==> config.mk <==
export PLATFORM = sky130hd
export DESIGN_NAME = wsg_top
export DESIGN_NICKNAME = d
export VERILOG_FILES = /design/src/rtl/wsg_pkg.sv /design/src/rtl/wsg_region_decode.sv /design/src/rtl/wsg_wait_timer.sv /design/src/rtl/wsg_tally.sv /design/src/rtl/wsg_top.sv
export SDC_FILE = /design/constraint.sdc
export NUM_CORES = 1
export LEC_CHECK = 0
export BUFFER_PORTS_ARGS = -buffer_cell sky130_fd_sc_hd__buf_4
export CAP_MARGIN = 0
export CORE_UTILIZATION = 55
export DETAILED_ROUTE_END_ITERATION = 10
export PLACE_DENSITY = 0.92
export SYNTH_ARGS = -nofsm -noshare
export SYNTH_HDL_FRONTEND = slang
export SYNTH_SLANG_ARGS = --single-unit
export TNS_END_PERCENT = 5
==> constraint.sdc <==
create_clock -name clk -period 3.85 [get_ports clk]
set_input_delay 0.9625 -clock clk [delete_from_list [all_inputs] [get_ports clk]]
set_output_delay 0.9625 -clock clk [all_outputs]
set_load 0.02 [all_outputs]
==> src/rtl/wsg_pkg.sv <==
`timescale 1ns/1ps
package wsg_pkg;
  typedef enum logic [1:0] {
    RGN_BOOT = 2'd0,
    RGN_FAST = 2'd1,
    RGN_SLOW = 2'd2
  } region_e;

  localparam int unsigned TALLY_N = 2;
  localparam int unsigned TALLY_ACC = 0;
  localparam int unsigned TALLY_WAIT = 1;
endpackage

==> src/rtl/wsg_region_decode.sv <==
`timescale 1ns/1ps
module wsg_region_decode
  import wsg_pkg::*;
#(
  parameter int unsigned ADDR_W   = 16,
  parameter int unsigned BOOT_TOP = 16'h1FFF,
  parameter int unsigned PAD_BASE = 16'h8300,
  parameter int unsigned PAD_SPAN = 256
) (
  input  logic [ADDR_W-1:0] addr,
  output region_e           region
);
  localparam logic [ADDR_W:0] BOOT_LIM = (ADDR_W+1)'(BOOT_TOP);
  localparam logic [ADDR_W:0] PAD_LO   = (ADDR_W+1)'(PAD_BASE);
  localparam logic [ADDR_W:0] PAD_HI   = (ADDR_W+1)'(PAD_BASE + PAD_SPAN);

  logic [ADDR_W:0] a_ext;
  assign a_ext = {1'b0, addr};

  always_comb begin
    if (a_ext <= BOOT_LIM)
      region = RGN_BOOT;
    else if (a_ext >= PAD_LO && a_ext < PAD_HI)
      region = RGN_FAST;
    else
      region = RGN_SLOW;
  end
endmodule

==> src/rtl/wsg_wait_timer.sv <==
`timescale 1ns/1ps
module wsg_wait_timer #(
  parameter int unsigned WAIT_STATES = 4,
  localparam int unsigned WCW = $clog2(WAIT_STATES + 1)
) (
  input  logic           clk,
  input  logic           rst_n,
  input  logic           start,
  input  logic           slow,
  output logic           ready,
  output logic [WCW-1:0] assigned
);
  localparam logic [WCW-1:0] LOAD = WCW'(WAIT_STATES);

  logic [WCW-1:0] remain;

  always_ff @(posedge clk) begin
    if (!rst_n) begin
      remain   <= '0;
      assigned <= '0;
    end else if (start) begin
      remain   <= slow ? LOAD : '0;
      assigned <= slow ? LOAD : '0;
    end else if (remain != '0) begin
      remain <= remain - 1'b1;
    end
  end

  assign ready = (remain == '0);
endmodule

==> src/rtl/wsg_tally.sv <==
`timescale 1ns/1ps
module wsg_tally #(
  parameter int unsigned NUM   = 2,
  parameter int unsigned CNT_W = 16
) (
  input  logic                      clk,
  input  logic                      rst_n,
  input  logic [NUM-1:0]            bump,
  output logic [NUM-1:0][CNT_W-1:0] count
);
  localparam logic [CNT_W-1:0] TOP = '1;

  for (genvar g = 0; g < NUM; g++) begin : g_cnt
    always_ff @(posedge clk) begin
      if (!rst_n)
        count[g] <= '0;
      else if (bump[g] && count[g] != TOP)
        count[g] <= count[g] + 1'b1;
    end
  end
endmodule

==> src/rtl/wsg_top.sv <==
`timescale 1ns/1ps
module wsg_top
  import wsg_pkg::*;
#(
  parameter int unsigned ADDR_W      = 16,
  parameter int unsigned BOOT_TOP    = 16'h1FFF,
  parameter int unsigned PAD_BASE    = 16'h8300,
  parameter int unsigned PAD_SPAN    = 256,
  parameter int unsigned WAIT_STATES = 4,
  parameter int unsigned CNT_W       = 16,
  localparam int unsigned WCW = $clog2(WAIT_STATES + 1)
) (
  input  logic              clk,
  input  logic              rst_n,
  input  logic              acc_strobe,
  input  logic              acc_write,
  input  logic [ADDR_W-1:0] acc_addr,
  output logic              ready,
  output logic [WCW-1:0]    wait_cnt,
  output logic [CNT_W-1:0]  acc_total,
  output logic [CNT_W-1:0]  wait_total
);
  region_e                         rgn;
  logic [TALLY_N-1:0]              bump;
  logic [TALLY_N-1:0][CNT_W-1:0]   totals;
  logic                            unused_write;

  // Direction of the access plays no part in its timing.
  assign unused_write = acc_write;

  wsg_region_decode #(
    .ADDR_W  (ADDR_W),
    .BOOT_TOP(BOOT_TOP),
    .PAD_BASE(PAD_BASE),
    .PAD_SPAN(PAD_SPAN)
  ) u_decode (
    .addr  (acc_addr),
    .region(rgn)
  );

  wsg_wait_timer #(
    .WAIT_STATES(WAIT_STATES)
  ) u_timer (
    .clk     (clk),
    .rst_n   (rst_n),
    .start   (acc_strobe),
    .slow    (rgn == RGN_SLOW),
    .ready   (ready),
    .assigned(wait_cnt)
  );

  assign bump[TALLY_ACC]  = acc_strobe;
  assign bump[TALLY_WAIT] = !ready;

  wsg_tally #(
    .NUM  (TALLY_N),
    .CNT_W(CNT_W)
  ) u_tally (
    .clk  (clk),
    .rst_n(rst_n),
    .bump (bump),
    .count(totals)
  );

  assign acc_total  = totals[TALLY_ACC];
  assign wait_total = totals[TALLY_WAIT];
endmodule

After elaboration in Yosys (flattened, before gate mapping)
Cells that the tools add are included.
Widths: inputs -> output; s select.
Word-level totals
  register bits: 38
  input port bits: 20
Cells by class
  $lt $le $gt $ge: 3
  muxes and demuxes: 5
  add/subtract/negate cells: 3
  equality and inequality tests: 3
  reduce and logical (&&, ||, !) cells: 7
Operators with widths (number)
  $add 16x1->16 const B: 2
  $ne 16x16->1 const B: 2
  $ge 16x16->1 const B: 1
  $le 16x13->1 const B: 1
  $lt 16x16->1 const B: 1
  $mux 3: 3
  $mux 2: 2
  $logic_and 1x1->1: 3
  $logic_not 3->1: 1
  $reduce_bool 3->1: 1
  $sub 3x1->3 const B: 1
  $eq 2x2->1 const B: 1
  $reduce_bool 2->1: 1
  $logic_not 1->1: 1

Logic depth before layout (Yosys ltp)
  depth after elaboration: 7
  mapped depth: 8

By module
From an unflattened synthesis, not the netlist that was laid out.
Second synthesis, totals
  cells, all modules: 219
  area total of the unflattened synthesis: 1954.4 µm²
By module, submodules not included
  wsg_tally: area an instance 1666.6 µm², seq. area each 640.6 µm², cells each 186, times used 1
  wsg_wait_timer: area an instance 230.2 µm², seq. area each 80.1 µm², cells each 25, times used 1
  wsg_region_decode: area an instance 40.0 µm², seq. area each 0.0 µm², cells each 6, times used 1
  wsg_top: area an instance 17.5 µm², seq. area each 0.0 µm², cells each 2, times used 1

Worst setup path before layout
OpenSTA, ideal clock, no wires.
  path type: input to register
  from: input rst_n
  to: register u_tally.count[0] (netlist bit)
  path buffers: 1
  data required time: 3776 ps
  path slack: 1701 ps
  stages: 4
  arrival: 2074 ps
  cells stage by stage: clkbuf_1 > clkinv_1 > or4b_2 > o21ai_0
RTL lines
  from (decl): line wsg_top.sv:14  | input logic rst_n,
  to (signal, indexed assignment): line wsg_tally.sv:18  | count[g] <= count[g] + 1'b1;
  to (decl): line wsg_tally.sv:9  | output logic [NUM-1:0][CNT_W-1:0] count

Worst setup path in the final report
  from: register u_timer.remain[0]
  to: output ready
On the way
  cells in the longest elaborated chain, start to end: 1
RTL lines
  from (decl): line wsg_wait_timer.sv:15  | logic [WCW-1:0] remain;
  from (signal assigned): line wsg_wait_timer.sv:22  | remain <= slow ? LOAD : '0;
  from (signal assigned): line wsg_wait_timer.sv:25  | remain <= remain - 1'b1;
  $logic_not 3->1: line wsg_wait_timer.sv:29  | assign ready = (remain == '0);
  to (decl): line wsg_top.sv:18  | output logic ready,
Every way passes these cells.

==> results.md <==
- Clock-pin slew was measured on the worst setup and hold paths at 0.11 ns.
- Walking the worst path, the cells encountered are inv_1 > ha_1 > nand2b_2 > inv_2 > buf_4.
- The H-tree depth is 2.
- The post-cts resize count is 0.
- The via count is 1906.
- The cell area after layout is 0.00227 sq mm.
- Routability-driven placement finished with a final weighted congestion of 0.864.
- The end-of-flow core utilization is 0.726.
- The pre-CTS setup slack is 1.67 ns.
- The most frequent standard cell in the layout excluding fill and tap cells is buf_4.
- Across all setup checks in the final design, the least slack found is 1.42 ns.
- Once detail routing completed, the nets flagged for antenna violations numbered 0.
- The total power after layout is 0.000702 W.
- The antenna diode instance count is 0.
- The cell sitting at the root of the clock tree is a clkbuf_4.
- In the final layout, the share of cells above drive strength 1 is 0.240.
- In this run the register-to-register setup slack is 1.76 ns.
- The via count of the first global-routing pass was 1546.
- For this run, the total global-route usage over all layers was measured as 0.242.
- The sort of element at the end of the critical path is an output port.
- The floorplan step defined a die boundary enclosing 0.00362 sq mm.
- The number of detailed-route iterations in the first pass is 4.
- Clock latency on the worst-skew pair, taken at its later pin, is 0.34 ns.
- 56 I/O pins were placed.
- The fraction of met2 tracks used by global routing is 0.378.
- The first global-routing pass estimated 6630 um of wire.
- Synthesis produced a netlist whose cell count is 219.
- In this run the most used layer during global routing was met2.
- The minimum period implied by the final worst setup slack is 2.43 ns.
- The worst-case IR drop observed on VDD is 0.193 mV.
- Data on the critical path is required at its endpoint by 2.89 ns.
- The clock sink count is 36.
- The number of endpoints failing setup at the final stage is 0.
- The CTS tree is built.
- Among all flip-flop cells after synthesis, the most frequent one is dfxtp_1.
- In this run, synthesis inferred 0 flip-flops with an integrated enable.
- The row count is 20.
- The clock passes through at most 2 buffers.
- The total CTS buffers is 5.
- Dividing the detail-routed via count by the number of cells gives 6.23.
- The cell with the largest stage delay on the worst path is dfxtp_1.
- In this run, synthesis produced a sequential element count of 36.
- The min-delay analysis places its worst path in the category reg -> reg.
- The number of nets at the end of the flow is 286.
- The cell taking the most area after synthesis is dfxtp_1.
- The distinct cell type count after synthesis is 52.
- The DRC violation total after the first TritonRoute iteration is 127.
- Measured against its own limit, the worst slew margin works out to 0.495.
- For met1 alone, demand over resource in global routing was 0.317.
- The region available for standard cell placement spans 0.00313 sq mm.
- The synthesized cell area is 0.00186 sq mm.
- Between clock sinks in the finished design, the worst skew comes to 0.00448 ns.
- The count of final hold-check violations is 0.
- The delay of the slowest cell on the worst path is 0.32 ns.
- The initial standard-cell utilization of the core is 0.595.
- The initial antenna violation count is 0.
- Static timing analysis puts the maximum clock frequency at 412 MHz.
- Summed over all layers, the routed wires come to 4120 um.
- The final cycle utilization of the critical path is 0.630.
- The worst endpoint data arrival time is 1.46 ns.
- The count of buffer and inverter cells on the critical path is 3.
- Input and output buffers added on the ports amount to 44.
- The horizontal extent of the die is 60.2 um.
- The flow ran to the end, and the final reports show no timing, DRC or antenna violations.
- The number of setup buffers added after CTS is 0.
- The mean cell area of the mapped netlist is 8.50 sq um.
- Of the synthesized area, sequential elements account for 0.387.
- Setup repair after global routing left no endpoint under its margin.
- Buffers inserted to repair hold after CTS numbered 0.
- The critical path start-end classification is reg -> out.
- The startpoint type of the worst setup path is a flip-flop.
- In this design, the largest share of critical-path delay is due to buffers and inverters.
- The post-detailed-placement half-perimeter wirelength is 2960 um.
- The static leakage power is 0.830 nW.
- The number of DRC violations after detailed routing is 0.
- Compared with the post-synthesis result, the final layout area differs by 22.1%.
- In this run the worst path has a maximum fanout of 16.
- The power per standard cell area is 309 mW/mm^2.
- The area share of the leading cell type in the synthesized netlist is 0.387.
- The async set or reset register ratio after synthesis is 0.
- Entering global routing, the biggest net connects 26 pins.
- The die outline height is 60.2 um.
- The number of warnings printed during yosys synthesis is 0.
- The library cells used most frequently in the layout, excluding fill and tap cells, are buf_4, dfxtp_1, a21oi_1, nand2_1.
- The placed cell area is 0.00221 sq mm.
- The residual overflow from global routing is 0.
- After routing, the total negative slack on setup checks comes to 0 ns.
- Yosys attributes the largest share of cell area to dfxtp_1, a21oi_1, nand2_1, nand4_1, o31ai_1.
- After detailed routing, the average wire length per cell comes to 13.5 um.
- The number of maximum-capacitance constraint violations is 0.
- The final-report max-slew violation count is 0.
- The met3 capacity usage during global routing is 0.0346.
- The slew at the pin closest to its max-slew limit is 0.751 ns.
## cell usage after synthesis, types with 5 or more instances
cell type,number
o31ai_1,8
nand4_1,10
nor2_1,11
inv_1,6
o21ai_0,9
a21oi_1,20
mux2i_1,5
nand3_1,11
or3_1,7
clkbuf_1,6
dfxtp_1,36
or4_1,7
nand2_1,17
nor3_1,7
## worst register-to-register path, stage by stage, from the launching register on
cell and delay (ns):
dfxtp_1 0.33, inv_1 0.07, ha_1 0.23, nand2b_2 0.11
inv_2 0.12, or3_1 0.50, or4_1 0.53, a21oi_1 0.14
## registers in the layout (all words and copies together), names as in the netlist
signal and count:
u_tally.count 32, u_timer.assigned 1, u_timer.remain 3
## power by group
part / internal (W) / switching, W
combinational: 0.0000351 / 0.0000503
sequential: 0.000382 / 0.00000995
clock: 0.000104 / 0.000122
total: 0.000520 / 0.000182
## per-layer routing
layer,wire [um],vias up
li1,-,932
met1,1840,889
met2,1950,73
met3,236,12
met4,99,0
met5,0,-
## metrics by stage
step | hold WS, ns | std cells
5_1_grt | 0.528 | 306
6_report | 0.484 | 306
3_3_place_gp | 0.455 | 299
4_1_cts | 0.491 | 306
3_5_place_dp | 0.467 | 299
2_1_floorplan | 0.479 | 220
## layout make-up
cell class                 count  area (sq um)
multi-input combinational    166          1060
fill                         256           857
sequential                    36           721
timing repair buffer          45           338
clock buffer                   7          65.1
tap                           44          55.1
inverter                       8          30.0
## final timing paths
check,depth (start not counted),end,start
setup / recovery,5,ready,u_timer.remain[0]$_SDFFE_PN0P_
setup reg to reg,7,u_tally.count[28]$_SDFFE_PN0P_,u_timer.remain[0]$_SDFFE_PN0P_
hold / removal,2,u_timer.assigned[2]$_SDFFE_PN0P_,u_timer.assigned[2]$_SDFFE_PN0P_
hold reg to reg,2,u_timer.assigned[2]$_SDFFE_PN0P_,u_timer.assigned[2]$_SDFFE_PN0P_
## kinds of logic after synthesis
logic type,synth area share
AO/OA/AOI/OAI,0.192
adder cells (fa/ha/maj),0.0269
AND/OR/NAND/NOR,0.312
flip-flops,0.387
multiplexers,0.0269
XOR/XNOR,0.00942
buffers and inverters,0.0437
other,0.00202
Note: power is estimated with default switching activity, not from simulation.
